## src/rtl/mst_pkg.sv

```systemverilog
`timescale 1ns/1ps
package mst_pkg;
  typedef enum logic [2:0] {
    PH_IDLE,
    PH_ADDR,
    PH_SETUP,
    PH_STROBE,
    PH_HOLD,
    PH_DONE
  } phase_t;
endpackage

```

## src/rtl/mst_delay_calc.sv

```systemverilog
`timescale 1ns/1ps
// Converts configuration codes into tick counts for the current request.
module mst_delay_calc #(
  parameter int AREAS  = 4,
  parameter int CODE_W = 2,
  parameter int CNT_W  = 4,
  localparam int AW    = $clog2(AREAS)
) (
  input  logic [AW-1:0]           area_i,
  input  logic                    wr_i,
  input  logic [AW-1:0]           adj_area_i,
  input  logic [CODE_W-1:0]       cs_dly_i,
  input  logic [CODE_W-1:0]       wr_dly_i,
  input  logic [AREAS*CODE_W-1:0] rd_hold_i,
  output logic [CNT_W-1:0]        addr_ticks_o,
  output logic [CNT_W-1:0]        setup_ticks_o,
  output logic [CNT_W-1:0]        hold_ticks_o
);
  localparam logic [CNT_W-1:0] BASE_GAP   = CNT_W'(1);
  localparam logic [CODE_W-1:0] CS_RSVD   = {CODE_W{1'b1}};
  localparam logic [CNT_W-1:0] CS_RSVD_TK = CNT_W'(4);

  logic [CODE_W-1:0] hold_code [AREAS];
  logic              sel_hit;
  logic [CNT_W-1:0]  cs_ticks;
  logic [CNT_W-1:0]  wr_ticks;
  logic [CNT_W-1:0]  rd_ticks;

  for (genvar g = 0; g < AREAS; g++) begin : g_hold
    assign hold_code[g] = rd_hold_i[g*CODE_W +: CODE_W];
  end

  always_comb begin
    sel_hit  = (area_i == adj_area_i);
    cs_ticks = (cs_dly_i == CS_RSVD) ? CS_RSVD_TK : CNT_W'({cs_dly_i, 1'b0});
    wr_ticks = CNT_W'({wr_dly_i, 1'b1});
    rd_ticks = CNT_W'({hold_code[area_i], 1'b0});

    addr_ticks_o  = sel_hit ? cs_ticks : '0;
    setup_ticks_o = (sel_hit && wr_i) ? wr_ticks : BASE_GAP;
    if (wr_i) begin
      hold_ticks_o = sel_hit ? wr_ticks : BASE_GAP;
    end else begin
      hold_ticks_o = rd_ticks;
    end
  end
endmodule

```

## src/rtl/mst_phase_fsm.sv

```systemverilog
`timescale 1ns/1ps
// Phase sequencer with one down-counter and durations captured at accept.
module mst_phase_fsm #(
  parameter int CNT_W        = 4,
  parameter int STROBE_TICKS = 2
) (
  input  logic                clk,
  input  logic                rst_n,
  input  logic                req_i,
  input  logic                wr_i,
  input  logic [CNT_W-1:0]    addr_ticks_i,
  input  logic [CNT_W-1:0]    setup_ticks_i,
  input  logic [CNT_W-1:0]    hold_ticks_i,
  output mst_pkg::phase_t     phase_o,
  output logic                cyc_wr_o
);
  import mst_pkg::*;

  localparam logic [CNT_W-1:0] ONE      = CNT_W'(1);
  localparam logic [CNT_W-1:0] STB_LAST = CNT_W'(STROBE_TICKS - 1);

  phase_t           phase_q, phase_d;
  logic [CNT_W-1:0] cnt_q, cnt_d;
  logic [CNT_W-1:0] setup_q, hold_q;
  logic             wr_q;
  logic             load_en;
  logic             cnt_zero;

  assign cnt_zero = (cnt_q == '0);

  always_comb begin
    phase_d = phase_q;
    cnt_d   = cnt_q;
    load_en = 1'b0;
    unique case (phase_q)
      PH_IDLE: begin
        if (req_i) begin
          load_en = 1'b1;
          if (addr_ticks_i != '0) begin
            phase_d = PH_ADDR;
            cnt_d   = addr_ticks_i - ONE;
          end else begin
            phase_d = PH_SETUP;
            cnt_d   = setup_ticks_i - ONE;
          end
        end
      end
      PH_ADDR: begin
        if (cnt_zero) begin
          phase_d = PH_SETUP;
          cnt_d   = setup_q - ONE;
        end else begin
          cnt_d = cnt_q - ONE;
        end
      end
      PH_SETUP: begin
        if (cnt_zero) begin
          phase_d = PH_STROBE;
          cnt_d   = STB_LAST;
        end else begin
          cnt_d = cnt_q - ONE;
        end
      end
      PH_STROBE: begin
        if (cnt_zero) begin
          if (hold_q != '0) begin
            phase_d = PH_HOLD;
            cnt_d   = hold_q - ONE;
          end else begin
            phase_d = PH_DONE;
          end
        end else begin
          cnt_d = cnt_q - ONE;
        end
      end
      PH_HOLD: begin
        if (cnt_zero) begin
          phase_d = PH_DONE;
        end else begin
          cnt_d = cnt_q - ONE;
        end
      end
      PH_DONE: phase_d = PH_IDLE;
      default: phase_d = PH_IDLE;
    endcase
  end

  always_ff @(posedge clk or negedge rst_n) begin
    if (!rst_n) begin
      phase_q <= PH_IDLE;
      cnt_q   <= '0;
    end else begin
      phase_q <= phase_d;
      cnt_q   <= cnt_d;
    end
  end

  always_ff @(posedge clk or negedge rst_n) begin
    if (!rst_n) begin
      setup_q <= '0;
      hold_q  <= '0;
      wr_q    <= 1'b0;
    end else if (load_en) begin
      setup_q <= setup_ticks_i;
      hold_q  <= hold_ticks_i;
      wr_q    <= wr_i;
    end
  end

  assign phase_o  = phase_q;
  assign cyc_wr_o = wr_q;
endmodule

```

## src/rtl/mst_pin_decode.sv

```systemverilog
`timescale 1ns/1ps
// Maps the registered phase to the bus control levels.
module mst_pin_decode (
  input  mst_pkg::phase_t phase_i,
  input  logic            cyc_wr_i,
  output logic            addr_vld_o,
  output logic            cs_o,
  output logic            rw_o,
  output logic            rd_o,
  output logic            wr_o,
  output logic            done_o
);
  import mst_pkg::*;

  logic cs_win;

  always_comb begin
    cs_win     = (phase_i == PH_SETUP) || (phase_i == PH_STROBE) || (phase_i == PH_HOLD);
    addr_vld_o = cs_win || (phase_i == PH_ADDR);
    cs_o       = cs_win;
    rw_o       = !(cs_win && cyc_wr_i);
    rd_o       = (phase_i == PH_STROBE) && !cyc_wr_i;
    wr_o       = (phase_i == PH_STROBE) && cyc_wr_i;
    done_o     = (phase_i == PH_DONE);
  end
endmodule

```

## src/rtl/mst_seq.sv

```systemverilog
`timescale 1ns/1ps
module mst_seq #(
  parameter int AREAS        = 4,
  parameter int CODE_W       = 2,
  parameter int CNT_W        = 4,
  parameter int STROBE_TICKS = 2,
  localparam int AW          = $clog2(AREAS)
) (
  input  logic                    clk,
  input  logic                    rst_n,
  input  logic                    req_i,
  input  logic [AW-1:0]           area_i,
  input  logic                    wr_i,
  input  logic [AW-1:0]           adj_area_i,
  input  logic [CODE_W-1:0]       cs_dly_i,
  input  logic [CODE_W-1:0]       wr_dly_i,
  input  logic [AREAS*CODE_W-1:0] rd_hold_i,
  output logic                    addr_vld_o,
  output logic                    cs_o,
  output logic                    rw_o,
  output logic                    rd_o,
  output logic                    wr_o,
  output logic                    done_o
);
  logic [CNT_W-1:0] addr_ticks, setup_ticks, hold_ticks;
  mst_pkg::phase_t  phase;
  logic             cyc_wr;

  mst_delay_calc #(
    .AREAS (AREAS),
    .CODE_W(CODE_W),
    .CNT_W (CNT_W)
  ) u_calc (
    .area_i       (area_i),
    .wr_i         (wr_i),
    .adj_area_i   (adj_area_i),
    .cs_dly_i     (cs_dly_i),
    .wr_dly_i     (wr_dly_i),
    .rd_hold_i    (rd_hold_i),
    .addr_ticks_o (addr_ticks),
    .setup_ticks_o(setup_ticks),
    .hold_ticks_o (hold_ticks)
  );

  mst_phase_fsm #(
    .CNT_W       (CNT_W),
    .STROBE_TICKS(STROBE_TICKS)
  ) u_fsm (
    .clk          (clk),
    .rst_n        (rst_n),
    .req_i        (req_i),
    .wr_i         (wr_i),
    .addr_ticks_i (addr_ticks),
    .setup_ticks_i(setup_ticks),
    .hold_ticks_i (hold_ticks),
    .phase_o      (phase),
    .cyc_wr_o     (cyc_wr)
  );

  mst_pin_decode u_pins (
    .phase_i   (phase),
    .cyc_wr_i  (cyc_wr),
    .addr_vld_o(addr_vld_o),
    .cs_o      (cs_o),
    .rw_o      (rw_o),
    .rd_o      (rd_o),
    .wr_o      (wr_o),
    .done_o    (done_o)
  );
endmodule

```

## config.mk

```make
export PLATFORM = sky130hd
export DESIGN_NAME = mst_seq
export DESIGN_NICKNAME = d
export VERILOG_FILES = /design/src/rtl/mst_pkg.sv /design/src/rtl/mst_delay_calc.sv /design/src/rtl/mst_phase_fsm.sv /design/src/rtl/mst_pin_decode.sv /design/src/rtl/mst_seq.sv
export SDC_FILE = /design/constraint.sdc
export NUM_CORES = 1
export LEC_CHECK = 0
export BUFFER_PORTS_ARGS = -buffer_cell sky130_fd_sc_hd__buf_2
export CAP_MARGIN = 0
export CORE_ASPECT_RATIO = 0.8
export CORE_UTILIZATION = 55
export CTS_CLUSTER_SIZE = 10
export DETAILED_ROUTE_END_ITERATION = 10
export HOLD_SLACK_MARGIN = 0.06
export PLACE_DENSITY = 0.8
export REMOVE_ABC_BUFFERS = 1
export SETUP_SLACK_MARGIN = 0.2
export SKIP_CTS_REPAIR_TIMING = 1
export SKIP_LAST_GASP = 1
export SYNTH_ARGS = -nofsm -noshare
export SYNTH_HDL_FRONTEND = slang
export SYNTH_SLANG_ARGS = --single-unit
```

## constraint.sdc

```tcl
create_clock -name clk -period 4.9 [get_ports clk]
set_clock_uncertainty 0.15 [all_clocks]
set_input_delay 0.735 -clock clk [delete_from_list [all_inputs] [get_ports clk]]
set_output_delay 0.735 -clock clk [all_outputs]
set_load 0.1 [all_outputs]
```

After elaboration in Yosys (flattened, before gate mapping)
Index checks and enable logic that the tools add are counted.
- add/subtract/negate cells: 5
- magnitude comparators: 1
- eq/ne operators: 14
- muxes and demuxes: 26
- bitwise logic cells: 1
- reduce and logical (&&, ||, !) cells: 16
- operators by type and width (kind ; number):
    $mux W4 ; 9
    $mux W3 ; 8
    $pmux W4 S5 ; 1
    $sub A4 B1 Y4 const B ; 4
    $pmux W3 S5 ; 1
    $ne A2 B1 Y1 const B ; 4
    $reduce_bool A4 Y1 ; 2
    $eq A3 B2 Y1 const B ; 2
    $eq A3 B3 Y1 const B ; 2
    $mux W2 ; 3
    $reduce_and A5 Y1 ; 1
    $reduce_bool A5 Y1 ; 1
    $bmux W2 S2 ; 1
    $logic_and A1 B1 Y1 ; 4
    $logic_not A4 Y1 ; 1
    $ne A2 B2 Y1 const B ; 2
    $reduce_and A4 Y1 ; 1
    $sub A3 B1 Y4 const B ; 1
    $eq A3 B1 Y1 const B ; 1
    $ge A3 B3 Y1 const B ; 1
    $logic_not A3 Y1 ; 1
    $logic_or A1 B1 Y1 ; 3
    $mux W1 ; 3
    $ne A3 B3 Y1 const B ; 1
    4 further kinds ; 5
- bits in registers: 16
- bits of input ports: 20
- output and inout port bits: 6
- word-level logic and storage cells: 68

Logic depth before layout (Yosys ltp)
Gate-level depths: netlist of the first run.
- depth in word-level cells: 7
- gate-level depth with buffers: 7
- gate-level depth less buffers: 7

Hierarchy
A second synthesis of the first run with hierarchy kept.
- cell total of the unflattened synthesis: 178
- area total of the unflattened synthesis: 1525.2 um^2
- by module, submodules not included (module ; instances ; cells an instance ; area an instance (um^2) ; seq. area each (um^2)):
    mst_phase_fsm ; 1 ; 140 ; 1249.9 ; 400.4
    mst_delay_calc ; 1 ; 27 ; 201.4 ; 0.0
    mst_pin_decode ; 1 ; 11 ; 73.8 ; 0.0

Worst setup path before layout of the first run
No wires, ideal clock.
- kind: register -> output
- from: register u_fsm.phase_q[1], in the netlist u_fsm.phase_o[1]
- to: output port done_o
- data arrival time: 2.824 ns
- required time: 4.015 ns
- path slack: 1.191 ns
- cell stages (with the launch flop): 3
- path buffers: 1
- cell sequence: dfrtp_1 buf_2 nor3b_1
- longest elaborated chain between the ends: 1
- RTL lines (item ; line ; text):
    start, declared ; mst_phase_fsm.sv:22 ; phase_t phase_q, phase_d;
    start signal, assigned ; mst_phase_fsm.sv:93 ; phase_q <= phase_d;
    $eq A3 B3 Y1 ; mst_pin_decode.sv:24 ; done_o = (phase_i == PH_DONE);
    end, declared ; mst_seq.sv:23 ; output logic done_o
Every way passes these cells.

Final worst setup path of the first run
- from: register u_fsm.phase_q[1], in the netlist u_fsm.phase_o[1]
- to: output port cs_o
- longest elaborated chain between the ends: 3
- elaborated cells on any way between the ends: 5
- classes of those cells: 3 x eq/ne; 2 x reduce/logical
- RTL lines (item ; line ; text):
    $eq A3 B2 Y1 ; mst_pin_decode.sv:18 ; cs_win = (phase_i == PH_SETUP) || (phase_i == PH_STROBE) || (phase_i == PH_HOLD);
    $logic_or A1 B1 Y1 ; mst_pin_decode.sv:18 ;
    $logic_or A1 B1 Y1 (*) ; mst_pin_decode.sv:18 ;
    end, declared ; mst_seq.sv:19 ; output logic cs_o,
Every way passes the cells marked *; elsewhere a longest branch is shown, timed or not.

==> summary.txt, run 1 <==
Pwr
  – Clk pwr share: 8.4%
  – P_int: 368 µW
  – Worst ir drop on vdd: 0.491 mV
  – Psw: 450 µW
  – Overall power: 817 µW
  – Leakage power: 0.535 nW
  – Comb power frac: 64.7%
  – Switching Fraction: 55.0%
  – Power per Cell Area: 688 nW/µm²
  – Register share of total power: 26.9%

Floorplanning
  – Core Region: 1690 µm²
  – I/O pin count: 26
  – Die X-Extent: 50.4 µm
  – Die Area: 2050 µm²
  – Row cnt: 13
  – Die H: 40.7 µm
  – Starting density of the core: 60.9%

GRT
  – Pin count of the biggest net entering global routing: 17
  – Met1 GRT Util: 35.3%
  – Overflow after GRT: 0
  – Total Routing Usage GR: 25.7%
  – Busiest grt layer: met2
  – Met3 Usage GRT: 7.41%
  – GR Util met2: 39.3%
  – First-pass GRT wire length: 3.69 mm
  – Vias in the first global route: 828
  – Initial antenna violation count: 0

Clocking
  – Clock Pin Slew Worst Setup and Hold Paths: 0.08 ns
  – Worst-Skew Late Latency: 0.29 ns
  – CTS sink count: 13
  – CTS Buffer Depth: 2
  – TritonCTS clock tree: yes
  – H-tree depth: 1
  – Cts bufs inserted: 3
  – Root Buffer: clkbuf_4

Worst setup path
  – CP Launch Type: register
  – WP buf/inv: 1
  – Worst R2R Path Depth: 6
  – Worst path depth: 3
  – Worst EP arrival: 1.95 ns
  – CP startpoint: u_fsm.phase_o[1]
  – R2r startpoint: u_fsm.cnt_q[0]
  – Required time of the critical path: 4.01 ns
  – RR Endpoint: u_fsm.cnt_q[0]
  – CP Max Fanout: 16
  – Crit. End Element: output pin
  – Critical-path cell list: or3b_2 -> nand2b_1 -> buf_2
  – Worst R2R Setup Slack: 2.86 ns
  – Crit path to: cs_o
  – CP delay by family, top: simple AND/OR/NAND/NOR gates
  – Critical-path top delay cell: dfrtp_1
  – CP Class: register to output pin
  – Crit path largest cell delay: 0.57 ns

Timing
  – Slew Viols, Final: 0
  – TNS Setup: 0 ns
  – Max Fclk: 0.353 GHz
  – Slew headroom: 66.0%
  – Slew of the pin with the lowest slew margin: 0.511 ns
  – Period Utilization, post-route: 57.8%
  – Count of final hold-check violations: 0
  – Final min period: 2.83 ns
  – RSZ-0062 raised after global routing: no
  – Hold_ws: 0.171 ns
  – Final setup fails: 0

Run
  – Max_cap viols: 0

Yosys
  – YS warnings: 0
  – Synth Instances: 115
  – Seq/Total Area, Yosys: 31.6%
  – Seq cells post-synth: 13
  – Mean post-synth cell area: 8.97 µm²
  – Synth unique cells: 42
  – Mapped cell area: 1030 µm²

Cells and area
  – Net count, final: 166
  – Area Overhead vs Synth: 15.2%
  – Number of diodes: 0
  – Share of layout cells above drive strength 1: 28.6%

Drt
  – DR vias: 980
  – Drt total wl: 2.40 mm
  – Routed len/inst: 14.8 µm
  – DR iter-0 viols: 32
  – Vias per cell: 6.05
  – First-pass DRT Iterations: 4
  – Residual DRC count: 0
  – Antenna-violating nets left: 0

Outcome
  – Status: complete, no violations

Min path
  – Worst Hold Class: primary input to asynchronous set/reset pin

Placement
  – Detailed placement HPWL: 1.91 mm
  – Gpl congestion: 0.895
  – Port bufs: 25
## how the worst min path moves through the flow
stage                startpoint               end  slack [ns]  depth (start not counted)
2_1_floorplan             rst_n    u_fsm.cnt_q[0]        0.29                          0
3_5_place_dp   u_fsm.setup_q[0]  u_fsm.setup_q[0]        0.35                          2
4_1_cts                   rst_n  u_fsm.setup_q[0]        0.18                          1
5_1_grt                   rst_n  u_fsm.setup_q[2]        0.19                          1
6_report                  rst_n  u_fsm.setup_q[0]        0.17                          1
3_3_place_gp    u_fsm.hold_q[2]   u_fsm.hold_q[2]        0.35                          2
## placed cells by master, fill, tap and decap left out, types with 2 or more instances in the layout
cell type,Yosys,layout
a21oi_1,6,6
a2bb2oi_1,2,2
a31oi_1,2,2
buf_2,3,25
clkbuf_4,0,3
dfrtp_1,13,13
ha_1,5,5
inv_1,9,9
mux2i_1,3,3
mux4_2,2,2
nand2_1,12,12
nand2b_1,2,2
nor2_1,7,7
nor3_1,3,3
o21ai_0,9,9
o31ai_1,4,4
o31ai_2,2,2
xnor2_1,4,4
xor2_1,3,3
## per-stage QoR
stage | area (µm²) | setup WS (ns) | util [%] | cells
5_1_grt | 1190 | 1.93 | 70.2 | 162
6_report | 1190 | 2.07 | 70.2 | 162
2_1_floorplan | 1010 | 1.20 | - | 111
4_1_cts | 1190 | 2.07 | 70.2 | 162
3_3_place_gp | 1160 | 2.44 | 68.6 | 158
3_5_place_dp | 1160 | 2.39 | 68.6 | 158
## cell usage after synthesis (all sizes together)
cell type  number  area share [%]
dfrtp          13              32
nand2          12             4.4
o21ai          10             4.9
inv             9             3.3
nor2            8             3.2
a21oi           6             2.9
o31ai           6             5.3
ha              5             6.1
buf             4             2.2
xnor2           4             3.4
mux2i           3             2.9
nor3            3             1.5
xor2            3             2.5
a2bb2oi         2             1.7
a31oi           2             1.2
mux4            2             4.4
nand2b          2             1.2
nor3b           2             1.9
or3             2             1.7
or3b            2             1.9
a21boi          1            0.73
a221oi          1            0.85
a311o           1            0.97
a32o            1            0.97
mux2            1             1.1
nand3           1            0.48
nor2b           1            0.61
nor4            1            0.61
nor4b           1            0.85
o21ba           1            0.97
o21bai          1            0.73
o221ai          1            0.85
o32ai           1            0.85
or2             1            0.61
or4             1            0.73
## worst register-to-register path: stages (launching register included)
cell      delay [ns]
dfrtp_1         0.39
inv_1           0.14
ha_1            0.21
or3b_4          0.44
or3_1           0.41
o221ai_1        0.10
mux2i_1         0.10
## per-layer routing
metal / wire length (µm) / vias up
met4: 8 / 0
met1: 1110 / 460
met5: 0 / -
met3: 168 / 2
li1: - / 471
met2: 1120 / 47
## registers in the layout, indices dropped and copies added (netlist names)
name and flops:
u_fsm.cnt_q 4, u_fsm.hold_q 3, u_fsm.phase_o 3, u_fsm.setup_q 3
## power by group through the flow
stage	Sequential [mW]	Clock [mW]	Combinational, mW
floorplan	0.204	0	0.432
global placement	0.216	0	0.514
detailed placement	0.219	0	0.524
CTS	0.217	0.0703	0.527
global route	0.228	0.0738	0.566
finish	0.220	0.0687	0.529
## area by class of cell
class | instances | area (µm²)
flip-flops and latches | 13 | 325
fillers | 139 | 504
clock buffers | 4 | 26.3
multi-input cells | 89 | 649
inverters | 9 | 33.8
repair buffers | 25 | 125
well taps | 22 | 27.5
## logic make-up after synthesis
| group | count (synthesis) | synth area share (%) |
|---|---|---|
| simple gates | 37 | 19.7 |
| compound gates | 34 | 22.9 |
| buf+inv | 13 | 5.46 |
| flops | 13 | 31.6 |
| xor+xnor | 7 | 5.95 |
| mux | 6 | 8.37 |
| fa+ha+maj | 5 | 6.07 |
No activity file was read; power rests on OpenSTA's default activity.
==> run 2: changes to the inputs <==
- CORE_UTILIZATION: 55 -> 47
- PLACE_DENSITY: 0.8 -> 0.73
- clock period: 4.9 -> 2.6 ns (I/O delays scaled with it)
==> run 2 against run 1 <==
- largest cell class unchanged
- critical path depth grew 1
- setup slack got worse by 1.8 ns
- critical endpoint is now rw_o
- first-iteration DRC count fell by 38%
- routed wire length down 3.6%
- clock power grew 89%
- die area rose by 16%
- global-route usage fell by 1.8 points
- highest routed layer unchanged
- core utilization down 9.1 points
- largest power group unchanged
- sequential power is 90% higher
==> summary.txt, run 2 (same netlist as run 1, synthesis figures left out) <==
Floorplanning
  – Die Area: 2390 µm²
  – I/O pin count: 26
  – Core Region: 1980 µm²
  – Starting density of the core: 52.1%
  – Die H: 43.9 µm
  – Row cnt: 14
  – Die X-Extent: 54.4 µm

Worst setup path
  – Crit path largest cell delay: 0.52 ns
  – CP delay by family, top: simple AND/OR/NAND/NOR gates
  – Worst R2R Setup Slack: 0.57 ns
  – Worst path depth: 4
  – Worst R2R Path Depth: 7
  – Crit. End Element: output pin
  – CP Max Fanout: 16
  – WP buf/inv: 1
  – CP Launch Type: register
  – Critical-path top delay cell: dfrtp_2
  – Worst EP arrival: 1.76 ns
  – Required time of the critical path: 2.06 ns
  – RR Endpoint: u_fsm.cnt_q[1]
  – CP Class: register to output pin
  – R2r startpoint: u_fsm.hold_q[0]
  – Critical-path cell list: or3b_2 -> nand2b_1 -> nand2_1 -> buf_2

Timing
  – Final WS setup: 0.300 ns
  – Slew Viols, Final: 0
  – Max Fclk: 0.435 GHz
  – TNS Setup: 0 ns
  – Hold_ws: 0.245 ns
  – Slew of the pin with the lowest slew margin: 0.489 ns
  – Count of final hold-check violations: 0
  – Period Utilization, post-route: 88.5%
  – RSZ-0062 raised after global routing: no
  – Slew headroom: 67.2%
  – Final min period: 2.30 ns
  – Final setup fails: 0

Clocking
  – CTS sink count: 13
  – Root Buffer: clkbuf_4
  – CTS Buffer Depth: 2
  – TritonCTS clock tree: yes
  – H-tree depth: 1
  – Clock Pin Slew Worst Setup and Hold Paths: 0.09 ns
  – Cts bufs inserted: 3
  – Worst-Skew Late Latency: 0.28 ns

Pwr
  – Worst ir drop on vdd: 1.18 mV
  – Clk pwr share: 8.4%
  – Register share of total power: 27.1%
  – Comb power frac: 64.5%
  – Psw: 839 µW
  – Power per Cell Area: 1280 nW/µm²
  – Switching Fraction: 54.4%
  – Leakage power: 0.542 nW
  – P_int: 704 µW

Drt
  – First-pass DRT Iterations: 4
  – Vias per cell: 5.71
  – Drt total wl: 2.31 mm
  – Routed len/inst: 14.0 µm
  – DR iter-0 viols: 20
  – Residual DRC count: 0
  – Antenna-violating nets left: 0
  – DR vias: 942

Placement
  – Dpl cell area: 1160 µm²
  – Gpl congestion: 0.869
  – Detailed placement HPWL: 1.90 mm
  – Port bufs: 25
  – Pre-CTS setup slack: 0.456 ns
  – Dpl cells: 160

Cells and area
  – Most common cell after layout, fill and taps aside: buf_2
  – Area Overhead vs Synth: 17.4%
  – Share of layout cells above drive strength 1: 31.2%
  – Net count, final: 167
  – Most frequent cells in the layout: 23 x buf_2, 12 x nand2_1, 10 x dfrtp_1, 9 x inv_1, 9 x o21ai_0
  – Final instance area: 1210 µm²
  – Most flops, register: u_fsm.cnt_q
  – Post-Layout Cell Count: 165
  – Number of diodes: 0
  – Max reg flops: 4

Min path
  – Worst Hold Class: primary input to register
  – Worst hold stages: 2
  – Hold Path End: u_fsm.phase_o[0]
  – Hold path start: req_i

Outcome
  – Status: complete, no violations

GRT
  – Vias in the first global route: 872
  – Pin count of the biggest net entering global routing: 17
  – Total Routing Usage GR: 23.8%
  – Overflow after GRT: 0
  – Initial antenna violation count: 0
  – First-pass GRT wire length: 4.00 mm

Run
  – Max_cap viols: 0
==> run 2: cell count changes in the layout (fill, tap and decap cells not counted), sizes merged <==
cell / change
clkbuf: +1
buf: -2
clkinv: +1
dlygate4sd3: +1
==> run 2: worst max-delay path by stage <==
stage                                start     end  slack, ns
after global routing      u_fsm.phase_o[1]    rw_o       0.22
after detailed placement  u_fsm.phase_o[1]    cs_o       0.46
after global placement    u_fsm.phase_o[1]    cs_o       0.49
final                     u_fsm.phase_o[1]    rw_o       0.30
after floorplan           u_fsm.phase_o[2]  done_o      -0.75
after CTS                 u_fsm.phase_o[1]    cs_o       0.13
==> run 2: metal layers <==
metal	vias up	share of wire [%]	global-route usage (%)
met3	2	6.6	4.21
met4	0	0.73	6.15
met1	427	50	35.8
li1	473	-	-
met2	40	42	34.9
met5	-	0	0
==> run 2: worst reg2reg max path, stage by stage, from the launching register on <==
cell and delay [ns]:
dfrtp_1 0.42, inv_1 0.11, ha_1 0.21, ha_1 0.22
nand3_1 0.12, nor2_2 0.05, or3_4 0.42, o31ai_2 0.25
==> run 2: power groups by stage <==
stage	combinational, mW	clock, mW	sequential (mW)
2_1_floorplan	0.814	0	0.384
3_3_place_gp	0.967	0	0.410
3_5_place_dp	0.983	0	0.416
4_1_cts	0.987	0.131	0.411
5_1_grt	1.09	0.139	0.435
6_report	0.995	0.130	0.418
==> run 2: layout make-up <==
type / count / area [µm²]
Multi-Input combinational cell: 89 / 649
Tap cell: 24 / 30.0
Timing Repair Buffer: 26 / 140
Fill cell: 186 / 769
Clock buffer: 3 / 22.5
Sequential cell: 13 / 329
Clock inverter: 1 / 5.00
Inverter: 9 / 33.8
==> run 2: per-stage QoR <==
step	utilization, %	power [mW]
after floorplan	-	1.20
after global placement	58.8	1.38
after detailed placement	58.8	1.40
after CTS	60.2	1.53
after global routing	61.1	1.67
final	61.1	1.54
==> run 3: changes to the inputs <==
- REMOVE_ABC_BUFFERS: 1 -> unset
==> run 3 against run 2 <==
- routed wire length increased by 6.9%
- clock power is 4% higher
- maximum frequency shrank 1.3%
- critical path type unchanged
- cell count grew 0.61%
- sequential power increased by 1%
- sequential cell count unchanged
- setup slack lost 0.031 ns
==> summary.txt, run 3 (same netlist as run 1, synthesis figures left out) <==
Worst setup path
  – CP Max Fanout: 16
  – Required time of the critical path: 2.06 ns
  – Worst R2R Path Depth: 6
  – RR Endpoint: u_fsm.cnt_q[0]
  – CP Class: register to output pin
  – Crit. End Element: output pin
  – R2r startpoint: u_fsm.cnt_q[0]
  – CP Launch Type: register
  – Worst R2R Setup Slack: 0.52 ns
  – Worst EP arrival: 1.79 ns

Min path
  – Hold Path End: u_fsm.phase_o[0]
  – Hold path start: req_i
  – Worst hold stages: 2
  – Worst Hold Class: primary input to register

Placement
  – Detailed placement HPWL: 1.96 mm
  – Dpl cells: 161
  – Port bufs: 25
  – Gpl congestion: 0.782
  – Pre-CTS setup slack: 0.426 ns

GRT
  – Overflow after GRT: 0
  – Total Routing Usage GR: 24.5%
  – Pin count of the biggest net entering global routing: 17
  – Vias in the first global route: 884
  – Initial antenna violation count: 0
  – First-pass GRT wire length: 4.13 mm

Floorplanning
  – Die Area: 2390 µm²
  – Die X-Extent: 54.4 µm
  – Starting density of the core: 52.1%
  – I/O pin count: 26
  – Row cnt: 14
  – Die H: 43.9 µm
  – Core Region: 1980 µm²

Timing
  – RSZ-0062 raised after global routing: no
  – Period Utilization, post-route: 89.7%
  – Slew Viols, Final: 0
  – Final WS setup: 0.268 ns
  – Final min period: 2.33 ns
  – Count of final hold-check violations: 0
  – Hold_ws: 0.238 ns
  – Slew of the pin with the lowest slew margin: 0.492 ns
  – Slew headroom: 67.4%
  – Final setup fails: 0
  – TNS Setup: 0 ns
  – Max Fclk: 0.429 GHz

Pwr
  – P_int: 730 µW
  – Power per Cell Area: 1290 nW/µm²
  – Leakage power: 0.547 nW
  – Comb power frac: 65.0%
  – Clk pwr share: 8.5%
  – Worst ir drop on vdd: 0.953 mV
  – Switching Fraction: 54.3%
  – Overall power: 1.60 mW
  – Psw: 866 µW
  – Register share of total power: 26.5%

Clocking
  – Cts bufs inserted: 3
  – H-tree depth: 1
  – Clock Pin Slew Worst Setup and Hold Paths: 0.09 ns
  – CTS Buffer Depth: 2
  – TritonCTS clock tree: yes
  – Root Buffer: clkbuf_4
  – CTS sink count: 13
  – Worst-Skew Late Latency: 0.29 ns

Run
  – Max_cap viols: 0

Drt
  – Antenna-violating nets left: 0
  – First-pass DRT Iterations: 4
  – DR vias: 981
  – Vias per cell: 5.91
  – DR iter-0 viols: 22
  – Drt total wl: 2.47 mm
  – Routed len/inst: 14.9 µm
  – Residual DRC count: 0

Cells and area
  – Net count, final: 168
  – Most frequent cells in the layout: 21 x buf_2, 11 x nand2_1, 10 x dfrtp_1, 9 x inv_1, 9 x o21ai_0
  – Most common cell after layout, fill and taps aside: buf_2
  – Fillers: 185
  – Number of diodes: 0
  – Area Overhead vs Synth: 20.1%
  – Max reg flops: 4
  – Post-Layout Cell Count: 166
  – Share of layout cells above drive strength 1: 33.8%
  – Most flops, register: u_fsm.cnt_q

Outcome
  – Status: complete, no violations

Yosys
  – Syn_nets: 140
[run 3: layer usage]
layer | wire length, µm | vias to the layer above | track usage [%]
li1 | - | 477 | -
met1 | 1220 | 460 | 35.2
met2 | 1070 | 42 | 37.3
met3 | 167 | 2 | 6.32
met4 | 11 | 0 | 4.62
met5 | 0 | - | 0
[run 3: stage by stage]
stage	area [µm²]	util, %
finish	1240	62.6
global route	1240	62.6
CTS	1210	61.4
detailed placement	1190	60.1
global placement	1190	60.1
floorplan	1050	-
[run 3: critical path, stage by stage (launching register included)]
cell,delay (ns)
dfrtp_2,0.52
or3b_2,0.53
nand2b_2,0.11
nand2_2,0.05
buf_2,0.29
[run 3: worst max path at each step]
stage	startpoint	endpoint	slack, ns	depth (start not counted)
after floorplan	u_fsm.phase_o[1]	rd_o	-0.11	4
after global placement	u_fsm.phase_o[1]	cs_o	0.46	3
after detailed placement	u_fsm.phase_o[1]	cs_o	0.43	3
after CTS	u_fsm.phase_o[1]	cs_o	0.09	3
after global routing	u_fsm.phase_o[1]	rw_o	0.20	4
final	u_fsm.phase_o[1]	rw_o	0.27	4
[run 3: cell type report]
class / count / area (µm²) / share of cell area (%)
repair buffers: 27 / 153 / 12.3
flip-flops and latches: 13 / 329 / 26.6
inverters: 9 / 33.8 / 2.73
well taps: 24 / 30.0 / 2.42
multi-input cells: 89 / 667 / 53.8
clock buffers: 4 / 26.3 / 2.12
[run 3: power by group through the flow]
stage / clock network [mW] / registers, mW / logic [mW]
CTS: 0.135 / 0.416 / 1.02
global placement: 0 / 0.416 / 1.02
floorplan: 0 / 0.353 / 0.880
finish: 0.135 / 0.423 / 1.04
detailed placement: 0 / 0.420 / 1.01
global route: 0.145 / 0.441 / 1.13
